==> src/rtl/adc_rd_pkg.sv <==
package adc_rd_pkg;

    typedef enum logic [1:0] {
        ST_IDLE  = 2'd0,
        ST_START = 2'd1,
        ST_WAIT  = 2'd2,
        ST_READ  = 2'd3
    } rd_state_e;

endpackage

==> src/rtl/adc_eoc_edge.sv <==
// Two-flop synchroniser plus one history flop on the completion line.
// Flops reset low, so a line that is already low at power-up never
// produces a falling edge.
module adc_eoc_edge (
    input  logic clk,
    input  logic rst_n,
    input  logic eoc_n_i,
    output logic fall_o
);

    logic [2:0] sh_q;

    always_ff @(posedge clk or negedge rst_n) begin
        if (!rst_n) sh_q <= '0;
        else        sh_q <= {sh_q[1:0], eoc_n_i};
    end

    // high for one cycle when the synchronised copy goes from 1 to 0
    assign fall_o = sh_q[2] & ~sh_q[1];

endmodule

==> src/rtl/adc_cyc_timer.sv <==
// Shared state-duration counter. Restarts from zero on every state change.
module adc_cyc_timer #(
    parameter int CW = 4
) (
    input  logic          clk,
    input  logic          rst_n,
    input  logic          restart_i,
    input  logic [CW-1:0] lim_i,
    output logic          last_o
);

    logic [CW-1:0] cnt_q;

    always_ff @(posedge clk or negedge rst_n) begin
        if (!rst_n)         cnt_q <= '0;
        else if (restart_i) cnt_q <= '0;
        else                cnt_q <= cnt_q + 1'b1;
    end

    assign last_o = (cnt_q == lim_i - 1'b1);

    // the count never runs past the limit of the state it is timing
    p_cnt_in_window_r9: assert property (@(posedge clk) disable iff (!rst_n)
        !restart_i |-> (cnt_q < lim_i));

endmodule

==> src/rtl/adc_rd_ctrl.sv <==
module adc_rd_ctrl
    import adc_rd_pkg::*;
#(
    parameter int DATA_W       = 8,
    parameter int START_LO_CYC = 3,
    parameter int RD_CYC       = 4,
    parameter int TO_CYC       = 50
) (
    input  logic              clk,
    input  logic              rst_n,
    input  logic              req_i,
    input  logic              eoc_n_i,
    input  logic [DATA_W-1:0] bus_i,
    output logic              conv_n_o,
    output logic              cs_n_o,
    output logic              rd_n_o,
    output logic              busy_o,
    output logic [DATA_W-1:0] data_o,
    output logic              valid_o,
    output logic              timeout_o
);

    localparam int MAX_A = (START_LO_CYC > RD_CYC) ? START_LO_CYC : RD_CYC;
    localparam int MAX_L = (MAX_A > TO_CYC) ? MAX_A : TO_CYC;
    localparam int CW    = $clog2(MAX_L + 1);

    rd_state_e st_q, st_d;
    logic      eoc_fall;
    logic      cnt_last;
    logic      restart;
    logic [CW-1:0] lim;

    logic [DATA_W-1:0] data_q;
    logic              valid_q;
    logic              to_q;

    adc_eoc_edge u_edge (
        .clk     (clk),
        .rst_n   (rst_n),
        .eoc_n_i (eoc_n_i),
        .fall_o  (eoc_fall)
    );

    adc_cyc_timer #(.CW(CW)) u_tmr (
        .clk       (clk),
        .rst_n     (rst_n),
        .restart_i (restart),
        .lim_i     (lim),
        .last_o    (cnt_last)
    );

    // duration of the current state
    always_comb begin
        lim = CW'(RD_CYC);
        unique case (st_q)
            ST_START: lim = CW'(START_LO_CYC);
            ST_WAIT:  lim = CW'(TO_CYC);
            ST_READ:  lim = CW'(RD_CYC);
            ST_IDLE:  lim = CW'(RD_CYC);
        endcase
    end

    // next-state logic
    always_comb begin
        st_d = st_q;
        unique case (st_q)
            ST_IDLE:  if (req_i)    st_d = ST_START;
            ST_START: if (cnt_last) st_d = ST_WAIT;
            ST_WAIT: begin
                if (eoc_fall)       st_d = ST_READ;
                else if (cnt_last)  st_d = ST_IDLE;
            end
            ST_READ:  if (cnt_last) st_d = ST_IDLE;
        endcase
    end

    assign restart = (st_d != st_q) || (st_q == ST_IDLE);

    // state register
    always_ff @(posedge clk or negedge rst_n) begin
        if (!rst_n) st_q <= ST_IDLE;
        else        st_q <= st_d;
    end

    // registered result and strobes
    always_ff @(posedge clk or negedge rst_n) begin
        if (!rst_n) begin
            data_q  <= '0;
            valid_q <= 1'b0;
            to_q    <= 1'b0;
        end else begin
            valid_q <= (st_q == ST_READ) && cnt_last;
            to_q    <= (st_q == ST_WAIT) && !eoc_fall && cnt_last;
            if ((st_q == ST_READ) && cnt_last) data_q <= bus_i;
        end
    end

    // pin outputs decoded from the state
    always_comb begin
        conv_n_o = (st_q != ST_START);
        cs_n_o   = (st_q != ST_READ);
        rd_n_o   = (st_q != ST_READ);
        busy_o   = (st_q != ST_IDLE);
    end

    assign data_o    = data_q;
    assign valid_o   = valid_q;
    assign timeout_o = to_q;

    p_start_needs_req_r2: assert property (@(posedge clk) disable iff (!rst_n)
        $fell(conv_n_o) |-> $past(req_i));

    p_busy_drops_req_r3: assert property (@(posedge clk) disable iff (!rst_n)
        (busy_o && conv_n_o) |=> !$fell(conv_n_o));

    p_read_follows_edge_r4: assert property (@(posedge clk) disable iff (!rst_n)
        $fell(rd_n_o) |-> $past(eoc_fall));

    p_valid_one_cycle_r5: assert property (@(posedge clk) disable iff (!rst_n)
        valid_o |=> !valid_o);

    p_read_only_from_wait_r6: assert property (@(posedge clk) disable iff (!rst_n)
        $fell(cs_n_o) |-> $past(busy_o && conv_n_o));

    p_timeout_one_cycle_r7: assert property (@(posedge clk) disable iff (!rst_n)
        timeout_o |=> !timeout_o);

    p_no_valid_with_timeout_r7: assert property (@(posedge clk) disable iff (!rst_n)
        !(valid_o && timeout_o));

    p_no_read_in_start_r8: assert property (@(posedge clk) disable iff (!rst_n)
        !(!conv_n_o && !rd_n_o));

endmodule

==> config.mk <==
export PLATFORM = sky130hd
export DESIGN_NAME = adc_rd_ctrl
export DESIGN_NICKNAME = d
export VERILOG_FILES = /design/src/rtl/adc_rd_pkg.sv /design/src/rtl/adc_eoc_edge.sv /design/src/rtl/adc_cyc_timer.sv /design/src/rtl/adc_rd_ctrl.sv
export SDC_FILE = /design/constraint.sdc
export NUM_CORES = 1
export LEC_CHECK = 0
export BUFFER_PORTS_ARGS = -buffer_cell sky130_fd_sc_hd__buf_2
export CORE_MARGIN = 5
export CORE_UTILIZATION = 40
export DETAILED_ROUTE_END_ITERATION = 10
export MAX_ROUTING_LAYER = met4
export PLACE_DENSITY = 0.73
export REMOVE_ABC_BUFFERS = 1
export SLEW_MARGIN = 20
export SYNTH_ARGS = -nofsm -noshare
export SYNTH_HDL_FRONTEND = slang
export SYNTH_SLANG_ARGS = --single-unit
==> constraint.sdc <==
create_clock -name clk -period 2.44 [get_ports clk]
set_input_delay 0.488 -clock clk [delete_from_list [all_inputs] [get_ports clk]]
set_output_delay 0.488 -clock clk [all_outputs]
set_load 0.02 [all_outputs]
## After elaboration in Yosys (flattened, before gate mapping)

Cells that the tools add are included.

| word-level totals | value |
|---|---|
| word-level logic and storage cells | 32 |
| register bits | 21 |
| input port bits | 12 |
| output and inout port bits | 14 |

| cells by class | value |
|---|---|
| add/subtract/negate cells | 2 |
| equality and inequality tests | 7 |
| multiplexer cells | 7 |
| reduce and logical (&&, ||, !) cells | 8 |
| bitwise gates (word level) | 2 |

Operator list:

| cell | count |
|---|---|
| 6-bit case mux with 3 select lines | 1 |
| 2-bit two-way mux | 4 |
| 2-bit case mux with 4 select lines | 1 |
| 6-bit by 1-bit adder with 6-bit output, second input constant | 1 |
| 6-bit == test | 1 |
| 6-bit two-way mux | 1 |
| 6-bit by 1-bit subtractor with 6-bit output, second input constant | 1 |
| 2-bit == test, second input constant | 2 |
| 1-bit logical AND | 3 |
| 2-bit by 1-bit == test with 1-bit output, second input constant | 1 |
| 2-bit zero test | 1 |
| 2-bit by 1-bit inequality test with 1-bit output, second input constant | 1 |
| 2-bit inequality test | 1 |
| 2-bit inequality test, second input constant | 1 |
| 2-bit nonzero test | 1 |
| 2-bit OR reduction | 1 |
| 1-bit bitwise AND | 1 |
| 1-bit zero test | 1 |
| 1-bit logical OR | 1 |
| 1-bit inverter | 1 |

## Depth between registers and ports, before layout

Gate-level depths: netlist of the first run.

| depth | value |
|---|---|
| depth after elaboration | 11 |
| gate-level depth with buffers | 5 |

## By module

From an unflattened synthesis of the first run, not the netlist that was laid out.

| second synthesis, totals | value |
|---|---|
| cell total of the unflattened synthesis | 104 |
| area total of the unflattened synthesis | 1119.8 µm² |

By module, submodules not included:

| module | instances | sequential area each (µm²) | area each (µm²) | cells each |
|---|---|---|---|---|
| adc_rd_ctrl | 1 | 300.3 | 630.6 | 56 |
| adc_cyc_timer | 1 | 150.1 | 400.4 | 44 |
| adc_eoc_edge | 1 | 75.1 | 88.8 | 4 |

## Worst setup path after synthesis of the first run

No wires, ideal clock.

| timing path | value |
|---|---|
| path kind | flip-flop to flip-flop |
| from | reg st_q[1] |
| to | reg data_q[0] (netlist: data_o[0]) |
| arrival time | 1756 ps |
| setup slack | 559 ps |
| stages on the path, launching flop included | 6 |
| clock period less this slack | 1881 ps |
| setup time | 125 ps |
| data required time | 2315 ps |
| cells stage by stage | dfrtp_1 buf_4 or2b_1 xor2_2 nor4_4 mux2_2 |

| between the ends | value |
|---|---|
| word-level cells in the longest chain between the ends | 6 |

Ends and longest elaborated chain:

| element | line | text |
|---|---|---|
| start, declared | adc_rd_ctrl.sv:27 | `rd_state_e st_q, st_d;` |
| start signal, assigned | adc_rd_ctrl.sv:82 | `else st_q <= st_d;` |
| 2-bit == test or 2-bit zero test (tied branches) | adc_rd_ctrl.sv:55, adc_rd_ctrl.sv:94 |  |
| 2-bit OR reduction (no source line) | -- |  |
| 6-bit case mux with 3 select lines | adc_rd_ctrl.sv:55 | `unique case (st_q)` |
| 6-bit by 1-bit subtractor with 6-bit output | adc_cyc_timer.sv:20 | `assign last_o = (cnt_q == lim_i - 1'b1);` |
| 6-bit == test | adc_cyc_timer.sv:20 |  |
| 1-bit logical AND * | adc_rd_ctrl.sv:94 | `if ((st_q == ST_READ) && cnt_last) data_q <= bus_i;` |
| end signal, assigned | adc_rd_ctrl.sv:94 |  |
| end, declared | adc_rd_ctrl.sv:33 | `logic [DATA_W-1:0] data_q;` |

Every way passes the cells marked *; elsewhere a longest branch is shown, timed or not. The select of a mux whose other input is x is not followed.
A chain may end at the register's enable or synchronous reset.

## Final worst setup path of the first run

| timing path | value |
|---|---|
| from | reg st_q[0] |
| to | reg data_q[7] (netlist: data_o[7]) |

The elaborated chain is that of the path after synthesis.

==> results of run 1 <==
layer usage:
layer	wire length (µm)	GRT usage, %	up-vias
met2	657	16.1	21
met3	123	2.26	0
met5	0	-	-
met1	731	13.8	290
li1	-	-	297
met4	0	2.98	0
critical path: cells and delay by family (launching register included):
family             cells  cell delay [ps]
AOI/OAI and AO/OA      1              120
muxes                  1              390
and+or+nand+nor        2              850
DFF                    1              470
path summary, 6_finish.rpt:
path	to	slack, ps	depth (start not counted)	from
worst max-delay path	data_o[7]	500	4	st_q[0]
worst min-delay path	u_tmr.cnt_q[1]	130	1	rst_n
worst max register to register	data_o[7]	500	4	st_q[0]
worst min register to register	u_edge.sh_q[1]	360	0	u_edge.sh_q[0]
max in group asynchronous	u_tmr.cnt_q[4]	1990	1	rst_n
min in group clk	u_edge.sh_q[0]	290	1	eoc_n_i
cells by family after synthesis:
logic type | count (synthesis) | synth area share [%]
and+or+nand+nor | 26 | 17.7
DFF | 21 | 58.1
muxes | 8 | 9.96
AOI/OAI and AO/OA | 6 | 5.12
xor gates and xnor gates | 5 | 5.67
buffers and inverters | 3 | 2.07
adders and majority gates | 1 | 1.38
power by group:
group          internal [mW]  switching, mW  leakage [nW]
sequential             0.472         0.0986         0.259
combinational          0.271          0.380         0.224
clock                 0.0635         0.0945        0.0150
total                  0.806          0.573         0.497
area by class of cell:
class / count / area, µm²
Clock buffer: 4 / 26.3
Fill cell: 201 / 1120
Multi-Input combinational cell: 46 / 360
Sequential cell: 21 / 526
Tap cell: 28 / 35.0
Timing Repair Buffer: 25 / 125
layout by cell type, fill, tap and decap left out:
master and n:
buf_2 25, dfrtp_1 21, nor2_1 9, mux2_2 8, clkbuf_4 3, nand2_1 2
nand2b_1 2, nor3b_1 2, or2_2 2, nand3_1 2, xor2_1 2, xnor2_1 2
a21oi_1 1, and4bb_2 1, a22oi_2 1, or2b_1 1, xor2_2 1, nor4b_1 1
o21ai_0 1, or3_1 1, o22a_1 1, a21o_1 1, o31ai_1 1, and3_1 1
nor4_1 1, nor4_4 1, ha_1 1, clkbuf_1 1
state kept, by name, indices dropped and copies added (netlist names):
signal       count
valid_o          1
timeout_o        1
u_tmr.cnt_q      6
st_q             2
data_o           8
u_edge.sh_q      3
stage by stage:
stage               setup slack [ps]  hold WS, ps  utilization [%]  cells
global placement                 538          333             47.7    120
floorplan                        599          192                -     67
CTS                              478          135             48.9    124
detailed placement               491          337             47.7    120
finish                           496          127             48.9    124
global route                     377          157             48.9    124
==> flow_metrics.py, run 1 <==
metrics = {
    "synth": {
        "async_flop_share_pct": 100,
        "synth-seq-cells": 21,
        "netlist_instances": 70,
        "yosys_warnings": 0,
        "yosysUniqueCellTypes": 27,
        "yosys.area.top_type": "dfrtp_1",
        "synth_area_per_cell_um2": 12.9,
        "synth_edf_count": 0,
        "synthTopCellsByCount": "dfrtp_1, nor2_1, mux2_2",
        "synth_top_area_share_pct": 58.1,
        "yosys-top-cells-area": "dfrtp_1, mux2_2, nor2_1",
        "yosysSeqAreaShare_pct": 58.1,
        "synthFlopType": "dfrtp_1",
        "netlist_area_um2": 905,
        "yosysMostFrequentCell": "dfrtp_1",
    },
    "floorplanning": {
        "ios": 26,
        "initial_core_util_pct": 41.3,
        "die_w_um": 57.6,
        "rows": 17,
        "die_h_um": 57.6,
        "fp.coreArea_mm2": 0.00219,
        "die_area_mm2": 0.00331,
    },
    "placed_design": {
        "io_buffers": 25,
        "placed_area_mm2": 0.00105,
        "dp.final_hpwl_mm": 1.17,
        "place.gp.congestion": 0.794,
    },
    "sta": {
        "fin_crit_sh_pct": 79.7,
        "fmax_ghz": 0.514,
        "clock_skew_ps": 4.11,
        "setup_tns_ps": 0,
        "relSlewSlack_pct": 56.5,
        "hold_viol": 0,
        "slew_viol_final": 0,
        "rsz0062_at_grt": "false",
        "period_minus_slack_ps": 1940,
        "tightestPinTransition_ps": 647,
        "setup_viol": 0,
    },
    "global_routing": {
        "grt_overflow": 0,
        "grt_pass1_wl_mm": 2.70,
        "grt_use_total_pct": 10.5,
        "grt_pass1_vias": 641,
        "grt_start_max_net_pins": 22,
        "antenna_found_initial": 0,
    },
    "clocking": {
        "cts.repair.resized": 0,
        "cts_sinks": 21,
        "clk_pin_slew_ps": 110,
        "cts_htree_levels": 1,
        "ctsHoldBuffers": 0,
        "clk_path_buf_depth": 2,
        "clkLatencyLatePin_ps": 290,
        "cts_root_buffer": "clkbuf_4",
        "cts_tree": "yes",
        "cts_setup_buffers": 0,
        "cts_made_buffers": 3,
    },
    "route": {
        "first_iter_violations": 5,
        "vias_per_cell": 4.90,
        "ant_nets": 0,
        "wirelength_mm": 1.51,
        "wl_per_cell_um": 12.2,
        "drc": 0,
        "vias": 608,
        "firstDrtPassIters": 2,
    },
    "hold_path": {
        "hp-class": "input pin to asynchronous set/reset pin",
    },
    "setup_path": {
        "crit_path_cell_trace": "and4bb_2 > a22oi_2 > nor4_4 > mux2_2",
        "required_ps": 2620,
        "critPathArrivalTime_ps": 2130,
        "cpMaxStageDelayCell": "nor4_4",
        "max_stage_delay_ps": 530,
        "cp_max_fo": 9,
        "critPathKind": "flip-flop to flip-flop",
        "worstSetupEndpointType": "flip-flop",
        "startpoint_type": "flip-flop",
    },
    "run": {
        "max-cap-violations": 0,
    },
    "cells_and_area": {
        "design_area_mm2": 0.00107,
        "drive_gt1_share_pct": 43.8,
        "n_antenna_cell": 0,
        "area_growth_syn_to_layout_pct": 18.5,
        "fin_nets": 110,
    },
    "power": {
        "ir_worst_vdd_mv": 0.694,
        "total_power_mw": 1.38,
        "p_leak_nw": 0.497,
        "power_density_mw_per_mm2": 1290,
    },
    "run_status": {
        "outcome": "finished clean",
    },
}
Power figures use the tool's default switching activity.
==> run 2: changes to the inputs <==
--- a/config.mk
+++ b/config.mk
@@ -10,7 +10,7 @@
 export CORE_UTILIZATION = 40
 export DETAILED_ROUTE_END_ITERATION = 10
 export MAX_ROUTING_LAYER = met4
-export PLACE_DENSITY = 0.73
+export PLACE_DENSITY = 0.76
 export REMOVE_ABC_BUFFERS = 1
 export SLEW_MARGIN = 20
 export SYNTH_ARGS = -nofsm -noshare
==> constraint.sdc (replaced) <==
create_clock -name clk -period 1.6 [get_ports clk]
set_input_delay 0.32 -clock clk [delete_from_list [all_inputs] [get_ports clk]]
set_output_delay 0.32 -clock clk [all_outputs]
set_load 0.02 [all_outputs]
==> flow_metrics.py, run 2 (synthesized netlist as in run 1, its figures left out) <==
metrics = {
    "route": {
        "ant_nets": 0,
        "wl_per_cell_um": 14.5,
        "first_iter_violations": 8,
        "drc": 0,
        "vias": 704,
        "wirelength_mm": 2.10,
        "vias_per_cell": 4.86,
        "firstDrtPassIters": 4,
    },
    "cells_and_area": {
        "layout_common_cells": "buf_2, dfrtp_1, buf_4",
        "largest_reg_flops": 8,
        "fill_cells": 176,
        "final_core_util_pct": 60.7,
        "fin_nets": 131,
        "n_antenna_cell": 0,
        "final_common_cell": "buf_2",
        "fin_cells": 145,
        "design_area_mm2": 0.00133,
        "seq_area_um2": 526,
        "multi_input_area_um2": 435,
        "drive_gt1_share_pct": 58.1,
        "area_growth_syn_to_layout_pct": 47.0,
    },
    "setup_path": {
        "startpoint_type": "flip-flop",
        "worstSetupEndpointType": "flip-flop",
        "r2r_start": "st_q[1]",
        "critPathArrivalTime_ps": 1920,
        "r2r_end": "st_q[1]",
        "reg2reg_depth": 5,
        "regToRegSetupSlack_ps": -130,
        "cp_max_fo": 4,
        "required_ps": 1790,
        "critPathKind": "flip-flop to flip-flop",
    },
    "hold_path": {
        "holdPathStages": 1,
        "hp-class": "input pin to flip-flop",
        "hold_end": "u_edge.sh_q[0]",
        "hold_path_startpoint": "eoc_n_i",
    },
    "clocking": {
        "clk_path_buf_depth": 2,
        "cts_htree_levels": 1,
        "cts_made_buffers": 3,
        "cts_sinks": 21,
        "clkLatencyLatePin_ps": 290,
        "clk_pin_slew_ps": 120,
        "cts_root_buffer": "clkbuf_4",
        "cts_tree": "yes",
    },
    "run": {
        "max-cap-violations": 0,
    },
    "floorplanning": {
        "die_h_um": 57.6,
        "die_w_um": 57.6,
        "fp.coreArea_mm2": 0.00219,
        "die_area_mm2": 0.00331,
        "ios": 26,
        "rows": 17,
        "initial_core_util_pct": 41.3,
    },
    "global_routing": {
        "grt_pass1_vias": 750,
        "antenna_found_initial": 0,
        "grt_pass1_wl_mm": 3.22,
        "grt_use_total_pct": 13.1,
        "grt_start_max_net_pins": 22,
        "grt_overflow": 0,
    },
    "sta": {
        "fin_crit_sh_pct": 108,
        "tightestPinTransition_ps": 461,
        "clock_skew_ps": 4.11,
        "slew_viol_final": 0,
        "setup_tns_ps": -938,
        "setup_viol": 12,
        "fmax_ghz": 0.579,
        "rsz0062_at_grt": "true",
        "hold_viol": 0,
        "setup_slack_ps": -128,
        "holdWs_ps": 125,
        "relSlewSlack_pct": 69.3,
        "period_minus_slack_ps": 1730,
    },
    "placed_design": {
        "dp.final_hpwl_mm": 1.44,
        "preCtsSetupSlack_ps": -109,
        "dp.cells": 137,
        "io_buffers": 25,
        "place.gp.congestion": 0.856,
        "placed_area_mm2": 0.00117,
    },
    "power": {
        "power_frac_clock_pct": 9.0,
        "seqPwrFrac_pct": 29.8,
        "total_power_mw": 2.80,
        "switching_power_mw": 1.10,
        "pwr-share-comb_pct": 61.2,
        "ir_worst_vdd_mv": 1.31,
        "internal-power_mw": 1.70,
        "p_sw_share_pct": 39.2,
        "p_leak_nw": 0.643,
        "power_density_mw_per_mm2": 2100,
    },
    "run_status": {
        "violations": "setup timing",
        "outcome": "finished with violations",
    },
}
-- run 2: timing repair --
| action | 4_1_cts | 5_1_grt |
|---|---|---|
| endpoints found under the hold margin | 21 | 0 |
| setup buffers | 0 | 3 |
| hold buffers | 1 | 0 |
| pin swaps | 2 | 1 |
| gates resized for setup | 17 | 7 |
| setup endpoints to repair | 15 | 19 |
-- run 2: worst max path at each step --
stage	end	cells past startpoint	slack, ps	from
after floorplan	data_o[0]	4	-240	st_q[1]
after global placement	data_o[7]	5	-70	st_q[0]
after detailed placement	data_o[2]	5	-110	st_q[0]
after CTS	data_o[5]	5	-110	st_q[1]
after global routing	data_o[0]	5	-160	st_q[0]
final	st_q[1]	5	-130	st_q[1]
-- run 2: final cells by class --
cell class	instances	share of cell area (%)
Timing Repair Buffer	46	23.1
Multi-Input combinational cell	46	32.7
Sequential cell	21	39.5
Clock buffer	4	1.98
Tap cell	28	2.63
-- run 2: routing by layer --
metal | share of wire [%] | up-vias | track usage [%]
met3 | 3.0 | 2 | 2.26
met2 | 53 | 20 | 21.0
met4 | 1.1 | 0 | 7.28
li1 | - | 339 | -
met1 | 43 | 343 | 15.4
met5 | 0 | - | -
-- run 2: power by group through the flow --
| stage | Clock, mW | Combinational (mW) | Sequential (mW) |
|---|---|---|---|
| detailed placement | 0 | 1.34 | 0.836 |
| floorplan | 0 | 0.594 | 0.997 |
| global route | 0.288 | 1.81 | 0.858 |
| global placement | 0 | 1.30 | 0.830 |
| finish | 0.251 | 1.71 | 0.835 |
| CTS | 0.258 | 1.49 | 0.836 |
-- run 2: critical path, cell delays in order (launching register included) --
cell and delay, ps:
dfrtp_1 430, or2b_1 300, xor2_2 190, buf_4 170, or3_4 350, o22a_1 180
